--- src/rtl/txrt_pkg.sv ---
package txrt_pkg;

  typedef enum logic [2:0] {
    sBypass   = 3'd0,
    sWaitRise = 3'd1,
    sWaitFall = 3'd2,
    sLoaded   = 3'd3,
    sExitPend = 3'd4
  } rtState_e;

  typedef struct packed {
    logic seedHeld;
    logic loadCapture;
    logic applyCapture;
    logic readyLow;
    logic readyHigh;
    logic flagUnderrun;
  } rtStrobes_t;

endpackage

--- src/rtl/txrt_ctrl.sv ---
module txrt_ctrl
  import txrt_pkg::*;
#(
  parameter int SYNC_STAGES = 2
) (
  input  logic       clk,
  input  logic       rstN,
  input  logic       bitTick,
  input  logic       strobeIn,
  input  logic       dataIn,
  input  logic       lowRate,
  output rtStrobes_t ctl,
  output logic       bypassMode,
  output logic       dataSync
);

  localparam int LastStage = SYNC_STAGES - 1;

  logic [LastStage:0] strobePipe;
  logic [LastStage:0] dataPipe;
  logic               strobeLast;
  logic               strobeSync;
  logic               strobeRise;
  logic               strobeFall;
  rtState_e           state, nextState;

  genvar g;
  generate
    for (g = 0; g <= LastStage; g++) begin : gSync
      always_ff @(posedge clk or negedge rstN) begin
        if (!rstN) begin
          strobePipe[g] <= 1'b1;
          dataPipe[g]   <= 1'b0;
        end else if (g == 0) begin
          strobePipe[g] <= strobeIn;
          dataPipe[g]   <= dataIn;
        end else begin
          strobePipe[g] <= strobePipe[(g > 0) ? g - 1 : 0];
          dataPipe[g]   <= dataPipe[(g > 0) ? g - 1 : 0];
        end
      end
    end
  endgenerate

  assign strobeSync = strobePipe[LastStage];
  assign dataSync   = dataPipe[LastStage];
  assign strobeRise = strobeSync & ~strobeLast;
  assign strobeFall = ~strobeSync & strobeLast;

  always_ff @(posedge clk or negedge rstN) begin
    if (!rstN) begin
      strobeLast <= 1'b1;
      state      <= sBypass;
    end else begin
      strobeLast <= strobeSync;
      state      <= nextState;
    end
  end

  always_comb begin
    ctl       = '0;
    nextState = state;
    if (lowRate) begin
      nextState = sBypass;
      if (state != sBypass) ctl.readyHigh = 1'b1;
    end else begin
      case (state)
        sBypass: begin
          if (bitTick && !strobeSync) begin
            ctl.seedHeld = 1'b1;
            ctl.readyLow = 1'b1;
            nextState    = sWaitRise;
          end
        end
        sWaitRise: begin
          if (bitTick) ctl.flagUnderrun = 1'b1;
          if (strobeRise) begin
            ctl.loadCapture = 1'b1;
            nextState       = sWaitFall;
          end
        end
        sWaitFall: begin
          if (bitTick && strobeFall) begin
            ctl.applyCapture = 1'b1;
            ctl.readyLow     = 1'b1;
            nextState        = sWaitRise;
          end else if (bitTick) begin
            ctl.applyCapture = 1'b1;
            nextState        = sExitPend;
          end else if (strobeFall) begin
            ctl.readyHigh = 1'b1;
            nextState     = sLoaded;
          end
        end
        sLoaded: begin
          if (bitTick) begin
            ctl.applyCapture = 1'b1;
            ctl.readyLow     = 1'b1;
            nextState        = sWaitRise;
          end
        end
        sExitPend: begin
          if (bitTick) begin
            ctl.readyHigh = 1'b1;
            nextState     = sBypass;
          end else if (strobeFall) begin
            nextState = sWaitRise;
          end
        end
        default: begin
          ctl.readyHigh = 1'b1;
          nextState     = sBypass;
        end
      endcase
    end
  end

  assign bypassMode = (state == sBypass);

  assert_lowrate_forces_bypass_R8: assert property (
    @(posedge clk) disable iff (!rstN)
    lowRate |=> (state == sBypass));

  assert_rise_captures_R3: assert property (
    @(posedge clk) disable iff (!rstN)
    (state == sWaitRise && strobeRise && !lowRate) |=> (state == sWaitFall));

  assert_exit_needs_second_tick_R7: assert property (
    @(posedge clk) disable iff (!rstN)
    (state == sWaitFall && bitTick && !strobeFall && !lowRate) |=> (state == sExitPend));

endmodule

--- src/rtl/txrt_datapath.sv ---
module txrt_datapath
  import txrt_pkg::*;
(
  input  logic       clk,
  input  logic       rstN,
  input  rtStrobes_t ctl,
  input  logic       dataSync,
  input  logic       bypassMode,
  output logic       readyN,
  output logic       heldBit,
  output logic       underrunFlag
);

  logic captureBit;

  always_ff @(posedge clk or negedge rstN) begin
    if (!rstN) begin
      readyN       <= 1'b1;
      heldBit      <= 1'b0;
      captureBit   <= 1'b0;
      underrunFlag <= 1'b0;
    end else begin
      if (ctl.seedHeld)          heldBit <= dataSync;
      else if (ctl.applyCapture) heldBit <= captureBit;
      if (ctl.loadCapture) captureBit <= dataSync;
      if (ctl.readyLow)       readyN <= 1'b0;
      else if (ctl.readyHigh) readyN <= 1'b1;
      if (ctl.flagUnderrun) underrunFlag <= 1'b1;
    end
  end

  assert_underrun_sticky_R6: assert property (
    @(posedge clk) disable iff (!rstN)
    underrunFlag |=> underrunFlag);

  assert_repeat_on_underrun_R6: assert property (
    @(posedge clk) disable iff (!rstN)
    ctl.flagUnderrun |=> $stable(heldBit));

  assert_bypass_ready_high_R1: assert property (
    @(posedge clk) disable iff (!rstN)
    bypassMode |-> readyN);

  assert_apply_takes_capture_R5: assert property (
    @(posedge clk) disable iff (!rstN)
    (ctl.applyCapture && !ctl.loadCapture) |=> (heldBit == $past(captureBit)));

endmodule

--- src/rtl/tx_retime_unit.sv ---
module tx_retime_unit
  import txrt_pkg::*;
#(
  parameter int SYNC_STAGES = 2
) (
  input  logic clk,
  input  logic rstN,
  input  logic bitTick,
  input  logic strobeIn,
  input  logic dataIn,
  input  logic lowRate,
  output logic readyN,
  output logic modBit,
  output logic underrunFlag
);

  rtStrobes_t ctl;
  logic       bypassMode;
  logic       dataSync;
  logic       heldBit;

  txrt_ctrl #(.SYNC_STAGES(SYNC_STAGES)) uCtrl (
    .clk        (clk),
    .rstN       (rstN),
    .bitTick    (bitTick),
    .strobeIn   (strobeIn),
    .dataIn     (dataIn),
    .lowRate    (lowRate),
    .ctl        (ctl),
    .bypassMode (bypassMode),
    .dataSync   (dataSync)
  );

  txrt_datapath uDp (
    .clk          (clk),
    .rstN         (rstN),
    .ctl          (ctl),
    .dataSync     (dataSync),
    .bypassMode   (bypassMode),
    .readyN       (readyN),
    .heldBit      (heldBit),
    .underrunFlag (underrunFlag)
  );

  assign modBit = (bypassMode | lowRate) ? dataIn : heldBit;

endmodule

--- config.mk ---
export PLATFORM = sky130hd
export DESIGN_NAME = tx_retime_unit
export DESIGN_NICKNAME = d
export VERILOG_FILES = /design/src/rtl/txrt_pkg.sv /design/src/rtl/txrt_ctrl.sv /design/src/rtl/txrt_datapath.sv /design/src/rtl/tx_retime_unit.sv
export SDC_FILE = /design/constraint.sdc
export NUM_CORES = 1
export LEC_CHECK = 0
export BUFFER_PORTS_ARGS = -buffer_cell sky130_fd_sc_hd__buf_2
export CELL_PAD_IN_SITES_DETAIL_PLACEMENT = 1
export CELL_PAD_IN_SITES_GLOBAL_PLACEMENT = 2
export CORE_MARGIN = 5
export CORE_UTILIZATION = 36
export DETAILED_ROUTE_END_ITERATION = 10
export GPL_TIMING_DRIVEN = 0
export PLACE_DENSITY = 0.74
export SETUP_SLACK_MARGIN = 0.2
export SYNTH_ARGS = -nofsm -noshare
export SYNTH_HDL_FRONTEND = slang
export SYNTH_HIERARCHICAL = 1
export SYNTH_SLANG_ARGS = --single-unit
--- constraint.sdc ---
create_clock -name clk -period 3.7 [get_ports clk]
set_input_delay 0.74 -clock clk [delete_from_list [all_inputs] [get_ports clk]]
set_output_delay 0.74 -clock clk [all_outputs]
set_load 0.1 [all_outputs]
==> results.yml, run 1 <==
yosys:
  netlist_area_sq_um: 628
  ys_warn_count: 6
  synth-seq-area-share_pct: 48.6
  synth_seq_cells: 12
  synthCells: 61
  synth_area_per_cell_sq_um: 10.3
  yosysTopAreaCellShare_pct: 31.9
  ys_types: 28
  yosysTopAreaCell: "dfrtp_1"
  synth.area.top_cells: "dfrtp_1 (32%), dfstp_2 (17%), buf_6 (5.4%)"
  synth_nets: 67
floorplan:
  pin_count: 9
  core_area_sq_um: 1690
  die-area_sq_um: 2680
  fp-row-count: 15
  initial_utilization_pct: 37.2
  die_w_um: 51.8
  die_y_um: 51.8
pwr:
  p_switching_uw: 141
  internal_power_uw: 241
  peakVddDrop_mv: 0.191
  powerDensity_nw_per_um2: 529
  pwr-share-comb_pct: 30.3
  switching_share_pct: 36.9
  sequentialPowerShare_pct: 41.9
  p_leak_uw: 0.000305
  pwr-share-clk_pct: 27.8
sta:
  final.setup.tns_ps: 0
  fin_worst_skew_ps: 3.76
  relSlewSlack_pct: 67.9
  min_period_ps: 2450
  grt_setup_unrepaired: "false"
  worst_pin_slew_ps: 485
  fin_crit_sh_pct: 66.3
  hold_viol: 0
  hold_ws_ps: 325
  slew_viol_final: 0
  fmax_ghz: 0.408
  setup_viol: 0
final_layout:
  antenna_cells: 0
  final_cell_mix: "nor2_1 (8), dfrtp_1 (8), buf_2 (7)"
  fillers: 203
  final_util_pct: 42.7
  layout-drive-gt1-share_pct: 36.1
  instances_no_fill: 89
  final_nets: 79
  synthToLayoutAreaGrowth_pct: 14.7
  register_area_sq_um: 305
  multiInputGateArea_sq_um: 278
setup_path:
  crit_chain: "buf_6 > nor3_2 > nor2_1 > mux2_1 > buf_2"
  cp_top_family: "buffers and inverters"
  start_kind: "flip-flop"
  crit_fanout: 10
  rr_startpoint: "uCtrl/state[1]"
  crit_type: "reg2out"
  max_stage_delay_ps: 410
  slowest_stage: "dfrtp_1"
  cp.arrival_ps: 1710
  required_ps: 2960
  crit_path_end_kind: "output port"
  setup.worst_path.start: "uCtrl/state[1]"
  path_buf_inv: 2
detailed_routing:
  ant_nets: 0
  drt-initial-drc-count: 9
  drtPass1Iterations: 4
  vias_per_cell: 5.39
  drc: 0
  vias: 480
  avgRoutedWirePerCell_um: 15.1
  routed_wl_um: 1350
job:
  max_cap_violations: 0
clock_network:
  clk_path_buf_depth: 2
  h-tree-depth: 1
  cts.repair.resized: 0
  cts_tree: "done"
  cts_sinks: 12
  cts-root-buf: "clkbuf_4"
  clk_pin_slew_worst_paths_ps: 80
  postCtsHoldBufs: 0
  cts_buffers: 3
  clkLatencyLatePin_ps: 270
  postCtsSetupBuffers: 0
global_routing:
  grtUsageTotal_pct: 12.1
  antenna_found_initial: 0
  first_global_vias: 531
  grt_overflow: 0
  grt_start_max_net_pins: 13
  grt_pass1_wl_um: 2370
worst_hold_path:
  hp-class: "in2async"
place:
  gp_congestion: 0.724
  dp.cells: 85
  io_buffers: 7
  post-dp-hpwl_um: 933
status:
  status: "completed"
[Yosys cell counts]
cell type and count:
nor2b_1 1, and2_1 1, nand2_1 5, mux2_2 2, nor4_1 1, and3_1 1
inv_2 1, o2bb2ai_1 1, mux2_1 1, nand2b_1 4, or2_2 1, nor3_1 2
a21oi_1 3, nor3_2 1, o2111a_1 1, mux2_4 1, a31o_1 1, nor2_1 8
o21ai_1 3, a2bb2oi_1 1, dfrtp_1 8, dfstp_2 4, o21ai_0 2, o22ai_1 1
buf_4 1, mux2i_1 1, o31a_2 1, buf_6 3
[cell families (layout without fill, tap and decap cells)]
| kind of cell | Yosys count | count (layout) | share of synthesized area, % |
|---|---|---|---|
| compound gates | 14 | 14 | 14.9 |
| buf+inv | 5 | 16 | 7.17 |
| flops | 12 | 12 | 48.6 |
| mux | 5 | 5 | 9.36 |
| simple gates | 25 | 25 | 19.9 |
[worst register-to-register path, stage by stage (launching register included)]
cell and delay [ps]:
dfrtp_1 410, buf_6 150, inv_2 80, nand2_1 80, nor4_1 340, mux2_4 340
[per-stage QoR]
step	setup slack, ps	instance area [sq um]	power [uW]
after CTS	1220	721	386
after detailed placement	1320	684	278
after global placement	1330	684	277
final	1250	721	382
after floorplan	1410	628	257
after global routing	1160	721	403
[registers in the layout, indices dropped and copies added (netlist names)]
register	cells
uCtrl/strobeSync	1
uDp/underrunFlag	1
uCtrl/state	3
uCtrl/dataPipe	1
uCtrl/dataSync	1
uDp/heldBit	1
uCtrl/strobePipe	1
uCtrl/strobeLast	1
uDp/readyN	1
uDp/captureBit	1
[area by class of cell]
cell class                      instances  area share (%)
Multi-Input combinational cell         44            38.5
Sequential cell                        12            42.4
Tap cell                               17            2.95
Clock buffer                            4            5.03
Buffer                                  4            5.73
Inverter                                1           0.521
Timing Repair Buffer                    7            4.86
[worst paths after layout]
path	to	slack, ps	cells past startpoint
setup / recovery	modBit	1250	5
setup reg to reg	uDp/captureBit	2200	5
max in group asynchronous	uCtrl/strobeLast	3100	1
hold / removal	uCtrl/state[2]	320	1
hold reg to reg	uCtrl/dataSync	360	0
min in group clk	uCtrl/dataSync	360	0
[metal layers]
metal | vias up | track usage (%) | share of wire [%]
li1 | 235 | - | -
met1 | 235 | 15.9 | 51
met2 | 8 | 18.4 | 45
met3 | 2 | 3.44 | 2.7
met4 | 0 | 5.24 | 0.89
met5 | - | 0 | 0
[power groups by stage]
stage	Sequential, uW	Combinational, uW	Clock [uW]
after global placement	161	115	0
after CTS	160	116	109
after global routing	163	123	117
after detailed placement	163	116	0
after floorplan	212	45.0	0
final	160	116	106
No activity file was read; power rests on OpenSTA's default activity.
==> run 2: changes to the inputs <==
- CORE_UTILIZATION: 36 -> 33
- PLACE_DENSITY: 0.74 -> 0.69
- clock period: 3.7 -> 2.5 ns (I/O delays scaled with it)
==> run 2 against run 1 <==
- setup slack got worse by 930 ps
- clock-buffer cell count fell by 1
- critical endpoint unchanged
- final cell count rose by 7.9%
- highest routed layer unchanged
- core utilization fell by 2.0 points
- sequential power rose by 47%
- power rose by 35%
==> results.yml, run 2 (synthesized netlist as in run 1, its figures left out) <==
status:
  status: "completed"
clock_network:
  cts_buffers: 3
  clk_pin_slew_worst_paths_ps: 70
  h-tree-depth: 1
  cts_tree: "done"
  cts.repair.resized: 0
  cts-root-buf: "clkbuf_4"
  postCtsSetupBuffers: 0
  postCtsHoldBufs: 0
  cts_sinks: 12
  clkLatencyLatePin_ps: 260
  clk_path_buf_depth: 2
sta:
  final.setup.tns_ps: 0
  relSlewSlack_pct: 67.9
  setup_ws_ps: 319
  fin_worst_skew_ps: 3.16
  hold_viol: 0
  min_period_ps: 2180
  setup_viol: 0
  fin_crit_sh_pct: 87.3
  fmax_ghz: 0.458
  slew_viol_final: 0
  worst_pin_slew_ps: 485
  grt_setup_unrepaired: "false"
global_routing:
  antenna_found_initial: 0
  grt_start_max_net_pins: 13
  grtUsageTotal_pct: 10.4
  first_global_vias: 510
  grt_pass1_wl_um: 2120
  grt_overflow: 0
final_layout:
  largest_reg_flops: 3
  layout-drive-gt1-share_pct: 35.2
  final_nets: 79
  instances_no_fill: 96
  synthToLayoutAreaGrowth_pct: 14.1
  fillers: 222
  largest_register: "uCtrl/state"
  final_cell_area_sq_um: 717
  final_cell_mix: "nor2_1 (8), dfrtp_1 (8), buf_2 (7)"
  register_area_sq_um: 305
  antenna_cells: 0
  multiInputGateArea_sq_um: 278
detailed_routing:
  drc: 0
  ant_nets: 0
  drt-initial-drc-count: 0
  routed_wl_um: 1250
  avgRoutedWirePerCell_um: 13.0
  vias: 470
  vias_per_cell: 4.90
  drtPass1Iterations: 1
setup_path:
  start_kind: "flip-flop"
  cp_top_family: "buffers and inverters"
  crit_type: "reg2out"
  crit_chain: "buf_6 > nor3_2 > nor2_1 > mux2_1 > buf_2"
  crit_path_end_kind: "output port"
  worstRegToRegCells: 5
  crit_fanout: 10
  reg2reg_to: "uDp/captureBit"
  r2r_setup_slack_ps: 1000
  path_buf_inv: 2
  slowest_stage: "buf_2"
  max_stage_delay_ps: 410
  required_ps: 2000
  cp.arrival_ps: 1680
  rr_startpoint: "uCtrl/state[1]"
floorplan:
  fp-row-count: 15
  die_w_um: 53.6
  initial_utilization_pct: 35.6
  core_area_sq_um: 1760
  die-area_sq_um: 2880
  die_y_um: 53.6
  pin_count: 9
pwr:
  total_power_uw: 516
  powerDensity_nw_per_um2: 719
  p_leak_uw: 0.000298
  peakVddDrop_mv: 0.369
place:
  pre_cts_ws_ps: 590
  post-dp-hpwl_um: 956
  placed_area_sq_um: 694
  dp.cells: 93
  gp_congestion: 0.729
  io_buffers: 7
worst_hold_path:
  hp-class: "in2async"
job:
  max_cap_violations: 0
-- run 2: cell types whose count changed in the layout (fill, tap and decap cells not counted) --
cell | before | now
clkbuf_8 | 1 | 0
-- run 2: stage by stage --
| step | hold WS (ps) | utilization, % |
|---|---|---|
| floorplan | 204 | - |
| global placement | 342 | 39.4 |
| detailed placement | 336 | 39.4 |
| CTS | 100 | 40.6 |
| global route | 108 | 40.6 |
| finish | 102 | 40.6 |
-- run 2: power breakdown --
group          internal (uW)  switching, uW  leakage (uW)
sequential               224           11.8      0.000142
clock                   55.6           54.7     0.0000138
combinational           43.6            126      0.000141
-- run 2: area by class of cell --
class                      count  area share [%]
timing repair buffer           7            4.89
clock buffer                   3            3.14
multi-input combinational     44            38.7
buffer                         4            5.76
inverter                       1           0.524
sequential                    12            42.6
tap                           25            4.36
-- run 2: worst max-delay path by stage --
| stage | end | cells past startpoint | slack (ps) | from |
|---|---|---|---|---|
| 3_5_place_dp | modBit | 5 | 590 | uCtrl/state[1] |
| 5_1_grt | modBit | 5 | 220 | uCtrl/state[1] |
| 3_3_place_gp | modBit | 5 | 600 | uCtrl/state[1] |
| 6_report | modBit | 5 | 320 | uCtrl/state[1] |
| 4_1_cts | modBit | 5 | 290 | uCtrl/state[1] |
| 2_1_floorplan | modBit | 4 | 480 | uCtrl/state[1] |
-- run 2: per-layer routing --
| layer | part of all wire [%] | GRT usage [%] | routed length [um] | up-vias |
|---|---|---|---|---|
| met2 | 45 | 15.9 | 559 | 6 |
| met1 | 50 | 12.4 | 624 | 225 |
| li1 | - | - | - | 237 |
| met3 | 3.7 | 2.22 | 46 | 2 |
| met4 | 1.8 | 8.94 | 22 | 0 |
| met5 | 0 | 0 | 0 | - |
